===== src/rtl/io_dec_pkg.sv =====
package io_dec_pkg;
  localparam int ADDR_W   = 16;
  localparam int DATA_W   = 8;
  localparam int WIN_LOG2 = 5;
  localparam int WIN_SIZE = 1 << WIN_LOG2;
  localparam int TREG_NUM = 3;
  localparam int COND_STAGES = 2;

  localparam logic [ADDR_W-1:0]   WIN_BASE   = 16'h4000;
  localparam logic [WIN_LOG2-1:0] STATUS_OFF = 5'h15;
  localparam logic [WIN_LOG2-1:0] TREG_FIRST = 5'h18;
  localparam logic [WIN_LOG2-1:0] TREG_LAST  = TREG_FIRST + WIN_LOG2'(TREG_NUM - 1);

  typedef logic [WIN_LOG2-1:0] win_off_t;
  typedef logic [DATA_W-1:0]   byte_t;

  function automatic logic in_window(logic [ADDR_W-1:0] a);
    return a[ADDR_W-1:WIN_LOG2] == WIN_BASE[ADDR_W-1:WIN_LOG2];
  endfunction

  function automatic logic is_treg(win_off_t off);
    return (off >= TREG_FIRST) && (off <= TREG_LAST);
  endfunction

  // Offset answered from inside the chip for the given mode
  function automatic logic is_internal(win_off_t off, logic test_mode);
    return test_mode || (off == STATUS_OFF);
  endfunction

  // Strobe is allowed for this offset in the given mode
  function automatic logic strobe_allowed(win_off_t off, logic test_mode);
    return test_mode || !is_treg(off);
  endfunction
endpackage


===== src/rtl/pin_cond.sv =====
module pin_cond #(
  parameter int STAGES = 2
) (
  input  logic clk,
  input  logic rst_n,
  input  logic pin,
  output logic level
);
  // Each stage stores the complement of its input; stage 0 inverts the pin,
  // the last output is inverted once more when STAGES is odd.
  logic [STAGES-1:0] st;

  generate
    for (genvar s = 0; s < STAGES; s++) begin : g_stage
      logic nxt;
      if (s == 0) begin : g_first
        assign nxt = ~pin;
      end else begin : g_rest
        assign nxt = ~st[s-1];
      end
      always_ff @(posedge clk or negedge rst_n) begin
        if (!rst_n) st[s] <= ((s % 2) == 0);
        else        st[s] <= nxt;
      end
    end
  endgenerate

  generate
    if ((STAGES % 2) == 0) begin : g_even
      assign level = st[STAGES-1];
    end else begin : g_odd
      assign level = ~st[STAGES-1];
    end
  endgenerate
endmodule


===== src/rtl/addr_decode.sv =====
module addr_decode
  import io_dec_pkg::*;
(
  input  logic [ADDR_W-1:0]   addr,
  input  logic                rw,
  input  logic                phi2,
  input  logic                test_mode,
  output win_off_t            offset,
  output logic                hit,
  output logic                int_rd,
  output logic [WIN_SIZE-1:0] win_rd_n,
  output logic [WIN_SIZE-1:0] win_wr_n,
  output logic                data_oe
);
  logic rd_act, wr_act;

  assign offset = addr[WIN_LOG2-1:0];
  assign hit    = in_window(addr);
  assign rd_act = hit && phi2 && rw;
  assign wr_act = hit && phi2 && !rw;
  assign int_rd = hit && rw && is_internal(offset, test_mode);
  assign data_oe = int_rd && phi2;

  generate
    for (genvar i = 0; i < WIN_SIZE; i++) begin : g_strobe
      localparam win_off_t OFF = win_off_t'(i);
      logic sel;
      assign sel = (offset == OFF) && strobe_allowed(OFF, test_mode);
      assign win_rd_n[i] = ~(rd_act && sel);
      assign win_wr_n[i] = ~(wr_act && sel);
    end
  endgenerate
endmodule


===== src/rtl/test_regs.sv =====
module test_regs
  import io_dec_pkg::*;
(
  input  logic                       clk,
  input  logic                       rst_n,
  input  logic [TREG_NUM-1:0]        wr_n,
  input  byte_t                      wr_data,
  output logic [TREG_NUM*DATA_W-1:0] q
);
  generate
    for (genvar k = 0; k < TREG_NUM; k++) begin : g_reg
      byte_t r;
      always_ff @(posedge clk or negedge rst_n) begin
        if (!rst_n)      r <= '0;
        else if (!wr_n[k]) r <= wr_data;
      end
      assign q[k*DATA_W +: DATA_W] = r;
    end
  endgenerate
endmodule


===== src/rtl/io_window_decode.sv =====
module io_window_decode
  import io_dec_pkg::*;
(
  input  logic                clk,
  input  logic                rst_n,
  input  logic [15:0]         addr,
  input  logic                rw,
  input  logic                phi2,
  input  logic                test_pin,
  input  logic [7:0]          wr_data,
  input  logic [7:0]          status_in,
  input  logic [7:0]          ext_bus_in,
  output logic [31:0]         win_rd_n,
  output logic [31:0]         win_wr_n,
  output logic                data_oe,
  output logic [7:0]          cpu_rd_data
);
  logic                       test_mode;
  win_off_t                   offset;
  logic                       hit;
  logic                       int_rd;
  logic [TREG_NUM*DATA_W-1:0] treg_q;
  byte_t                      int_val;

  pin_cond #(.STAGES(COND_STAGES)) u_cond (
    .clk(clk), .rst_n(rst_n), .pin(test_pin), .level(test_mode)
  );

  addr_decode u_dec (
    .addr(addr), .rw(rw), .phi2(phi2), .test_mode(test_mode),
    .offset(offset), .hit(hit), .int_rd(int_rd),
    .win_rd_n(win_rd_n), .win_wr_n(win_wr_n), .data_oe(data_oe)
  );

  test_regs u_treg (
    .clk(clk), .rst_n(rst_n),
    .wr_n(win_wr_n[TREG_FIRST +: TREG_NUM]),
    .wr_data(wr_data), .q(treg_q)
  );

  always_comb begin
    int_val = '0;
    if (offset == STATUS_OFF) int_val = status_in;
    for (int k = 0; k < TREG_NUM; k++) begin
      if (offset == TREG_FIRST + win_off_t'(k))
        int_val = treg_q[k*DATA_W +: DATA_W];
    end
  end

  assign cpu_rd_data = int_rd ? int_val : ext_bus_in;
endmodule


===== config.mk =====
export PLATFORM = sky130hd
export DESIGN_NAME = io_window_decode
export DESIGN_NICKNAME = d
export VERILOG_FILES = /design/src/rtl/io_dec_pkg.sv /design/src/rtl/pin_cond.sv /design/src/rtl/addr_decode.sv /design/src/rtl/test_regs.sv /design/src/rtl/io_window_decode.sv
export SDC_FILE = /design/constraint.sdc
export NUM_CORES = 1
export LEC_CHECK = 0
export BUFFER_PORTS_ARGS = -buffer_cell sky130_fd_sc_hd__buf_2
export CORE_UTILIZATION = 44
export DETAILED_ROUTE_END_ITERATION = 6
export PLACE_DENSITY = 0.81
export SKIP_CTS_REPAIR_TIMING = 1
export SLEW_MARGIN = 40
export SYNTH_ARGS = -nofsm -noshare
export SYNTH_HDL_FRONTEND = slang
export SYNTH_SLANG_ARGS = --single-unit

===== constraint.sdc =====
create_clock -name clk -period 1.6 [get_ports clk]
set_clock_uncertainty 0.05 [all_clocks]
set_input_delay 0.08 -clock clk [delete_from_list [all_inputs] [get_ports clk]]
set_output_delay 0.08 -clock clk [all_outputs]
set_load 0.005 [all_outputs]

## Word-level counts from Yosys, hierarchy flattened

Index checks and enable logic that the tools add are counted.

| storage, ports and cells | value |
|---|---|
| bits in registers | 26 |
| latch bits | 0 |
| memory bits (writable) | 0 |
| bits in read-only memories | 0 |
| logic and storage cells | 184 |
| memories kept | 0 |

| operators by class | value |
|---|---|
| add/sub/neg operators | 0 |
| $mul | 0 |
| div/mod/pow operators | 0 |
| $lt $le $gt $ge | 0 |
| eq/ne operators | 32 |
| shift-type cells | 0 |
| muxes and demuxes | 5 |
| bitwise operators | 66 |
| reductions and logical operators | 76 |

Operators with widths:

| operator | count |
|---|---|
| $eq A5 B5 Y1 const B | 16 |
| $logic_and A1 B1 Y1 | 73 |
| $not A1 Y1 | 66 |
| $eq A5 B4 Y1 const B | 8 |
| $mux W8 | 5 |
| $eq A5 B3 Y1 const B | 4 |
| $eq A11 B10 Y1 const B | 1 |
| $eq A5 B2 Y1 const B | 2 |
| $eq A5 B1 Y1 const B | 1 |
| $logic_not A5 Y1 | 1 |
| $logic_not A1 Y1 | 1 |
| $logic_or A1 B1 Y1 | 1 |

## Logic depth before layout (Yosys ltp)

| logic depth | value |
|---|---|
| depth in word-level cells | 6 |
| mapped depth | 7 |

## By module

From an unflattened synthesis, not the netlist that was laid out.

| second synthesis, totals | value |
|---|---|
| cell total of the unflattened synthesis | 230 |
| area total of the unflattened synthesis | 2257.2 um^2 |

By module, submodules not included:

| module | times used | cells each | area each (um^2) | sequential area each (um^2) |
|---|---|---|---|---|
| test_regs | 1 | 51 | 994.7 | 600.6 |
| addr_decode | 1 | 122 | 822.0 | 0.0 |
| io_window_decode | 1 | 53 | 381.6 | 0.0 |
| pin_cond | 1 | 4 | 58.8 | 51.3 |

## Least setup slack after synthesis

Ideal clock, no wire load.

| timing | value |
|---|---|
| path type | reg-to-output |
| start point | register u_cond.st[1], in the netlist u_cond.level |
| end point | output port cpu_rd_data[7] |
| arrival | 1.364 ns |
| required time | 1.470 ns |
| slack | 0.106 ns |
| cell stages (with the launch flop) | 5 |
| path through | dfrtp_1 clkbuf_1 a31oi_1 nor2_4 mux2_2 |

| on the way | value |
|---|---|
| longest elaborated chain between the ends | 3 |

RTL lines:

| what | RTL line | RTL |
|---|---|---|
| start: declaration | pin_cond.sv:11 | `logic [STAGES-1:0] st;` |
| start signal: indexed assignment | pin_cond.sv:22 | `if (!rst_n) st[s] <= ((s % 2) == 0);` |
| start signal: indexed assignment | pin_cond.sv:23 | `else st[s] <= nxt;` |
| $logic_or A1 B1 Y1 | io_dec_pkg.sv:27 | `return test_mode \|\| (off == STATUS_OFF);` |
| $logic_and A1 B1 Y1 | addr_decode.sv:21 | `assign int_rd = hit && rw && is_internal(offset, test_mode);` |
| $mux W8 | io_window_decode.sv:50 | `assign cpu_rd_data = int_rd ? int_val : ext_bus_in;` |
| end: declaration | io_window_decode.sv:16 | `output logic [7:0] cpu_rd_data` |

Every way passes these cells.

## Worst setup path after layout

| timing | value |
|---|---|
| start point | register u_treg.g_reg[1].r[7] |
| end point | output port cpu_rd_data[7] |

| on the way | value |
|---|---|
| longest elaborated chain between the ends | 3 |

RTL lines:

| what | RTL line | RTL |
|---|---|---|
| start: declaration | test_regs.sv:12 | `byte_t r;` |
| start signal: assignment | test_regs.sv:15 | `else if (!wr_n[k]) r <= wr_data;` |
| $mux W8 (2 in series) | io_window_decode.sv:45 | `if (offset == TREG_FIRST + win_off_t'(k))` |
| $mux W8 | io_window_decode.sv:50 |  |

Every way passes these cells.

==> results.toml <==
[yosys]
synth_top_area_share_pct = 31.85
synth_area_um2 = 1964
ys_seq_elements = 26
syn_area_per_cell_um2 = 8.431
ys_seq_area_share_pct = 33.18
synth-async-reset-ratio_pct = 100.0
synthCells = 233
synth.distinct_cells = 32
synthFlopType = "dfrtp_1"
synthTopCellsByArea = "dfrtp_1 32%, mux2_2 14%, nand2_1 9.9%, nand3b_1 6.5%, mux2i_1 3.6%"
synth_largest_area_cell = "dfrtp_1"
yosysWarnings = 0
synth.net_count = 278
synth_edf_count = 0

[timing]
tns_ps = 0
finalMaxSlewViolations = 0
maxSlewHeadroom_pct = 62.98
setup_ws_ps = 33.48
max_freq_mhz = 638.4
timing.final.crit_period_ps = 1567
min_period_over_period_pct = 97.91
setup_viol = 0
finalHoldViolCount = 0
rsz0062_at_grt = "true"
worst_pin_slew_ps = 555.3

[clock_network]
cts.clk_slew.worst_paths_ps = 90
cts_buffer_depth = 2
numCtsBuffers = 3
cts.htree.levels = 1
clk_latency_ps = 260
cts_tree = "built"
numClockSinks = 26
cts-root-buf = "clkbuf_8"

[die]
core-area_um2 = 4144
start_util_pct = 47.40
die_w_um = 68.82
die-area_um2 = 4736
die_y_um = 68.82
pin_count = 118
num_rows = 23

[final_layout]
multi_input_area_um2 = 1257
fillCellCount = 336
register_area_um2 = 651.9
area_growth_pct = 47.77
drive_above_1_share_pct = 50.97
finalNetCount = 407
n_antenna_cell = 0

[setup_path]
path_class = "reg2out"
cp.depth = 5
crit_path_end_kind = "output port"
start_kind = "flip-flop"
cpMaxStageDelayCell = "dfrtp_1"
cp.required_ps = 1470
rr_worst_depth = 3
critPathMaxFanout = 2
cp_top_family = "flip-flops"
cp_cell_sequence = "nand3b_1 > a21oi_2 > a221o_1 > mux2_2 > buf_2"
path_buf_inv = 1
cp.arrival_ps = 1440
slowest_delay_ps = 380

[detailed_routing]
drcViolationCount = 0
wire_per_inst_um = 14.33
viasPerCell = 5.255
drt-total-wl_mm = 5.891
drt-initial-drc-count = 104
vias = 2160
postRouteAntennaNets = 0
first_pass_iters = 4

[global_routing]
grt_start_max_net_pins = 27
antenna_found_initial = 0
grt_pass1_wl_mm = 8.507
grt_overflow = 0
grt_pass1_vias = 1808
track_usage_pct = 24.03

[pwr]
ir_drop_mv = 0.4402
p_leak_nw = 1.251
powerDensity_nw_per_um2 = 452.6

[place]
portBuffers = 117
pre_cts_slack_ps = -177.5
gp_congestion = 0.8221
hpwl_mm = 4.427

[job]
maxCapViolCount = 0

[worst_hold_path]
hold_depth = 2
hp-class = "in2reg"

[outcome]
outcome = "completed"
power by group:
| part | total [mW] | internal (mW) | switching [mW] |
|---|---|---|---|
| registers | 0.661 | 0.660 | 0.00141 |
| logic | 0.246 | 0.109 | 0.137 |
| clock network | 0.406 | 0.219 | 0.187 |
worst paths after layout:
path	start	endpoint	slack, ps
worst max-delay path	u_treg.g_reg[1].r[7]	cpu_rd_data[7]	30
min in group asynchronous	rst_n	u_treg.g_reg[2].r[4]	280
worst min register to register	u_cond.st[0]	u_cond.level	380
worst max register to register	u_cond.level	u_treg.g_reg[2].r[6]	290
max in group asynchronous	rst_n	u_cond.st[0]	840
worst min-delay path	wr_data[3]	u_treg.g_reg[1].r[3]	30
through the flow:
stage	area [µm²]	power, mW	util [%]	hold slack, ps	instances
after global placement	2730	0.8936	65.88	51.20	404
after CTS	2785	1.301	67.21	-236.0	408
after detailed placement	2730	0.8970	65.88	54.70	404
after global routing	2903	1.375	70.05	23.29	411
after floorplan	1964	0.7750	-	-265.6	233
final	2903	1.314	70.05	25.08	411
cell type report:
type                       instances  share of cell area, %
inverter                          11                  1.422
timing repair buffer             141                  28.75
multi-input combinational        179                  43.32
sequential                        26                  22.46
tap                               50                  2.155
clock buffer                       4                  1.897
cells in the final DEF, fill, tap and decap left out, drive strengths merged, types with 6 or more instances in the layout:
cell	Yosys	routed
dfrtp	25	25
mux2i	7	7
a21oi	8	8
o21a	7	7
buf	6	139
mux2	25	25
nand2	52	52
nand3b	17	17
inv	11	11
nand3	16	16
nor3	9	9
o221ai	7	7
nor2b	6	6
nor2	9	9
synth_stat cells, types with 2 or more instances:
cell	n
a21oi_1	8
and2_1	2
and3_1	2
buf_2	4
buf_4	2
clkbuf_1	10
dfrtp_1	25
inv_1	11
mux2_2	25
mux2i_1	7
nand2_1	52
nand2b_1	3
nand3_1	13
nand3_2	2
nand3b_1	17
nor2_1	8
nor2b_1	6
nor3_1	8
nor3b_4	2
nor4_1	2
o21a_1	7
o221ai_1	7
state kept, by name, indices dropped and copies added (netlist names):
register and flops:
u_cond.level 1, u_cond.st 1, u_treg.g.r 24
logic make-up after synthesis:
group	after synthesis	share of synthesized area [%]
multiplexers	32	17.90
buffers and inverters	28	6.051
AND/OR/NAND/NOR	123	34.20
AO/OA/AOI/OAI	24	8.663
flip-flops	26	33.18
layer usage:
metal / wire length [µm] / GRT usage [%] / share of wire, % / vias up
met2: 2968 / 46.20 / 50 / 97
met5: 0 / 0 / 0 / -
met3: 345 / 1.645 / 5.9 / 6
met1: 2512 / 28.92 / 43 / 993
met4: 64 / 5.357 / 1.1 / 0
li1: - / - / - / 1064
(Power assumes the default switching activity.)
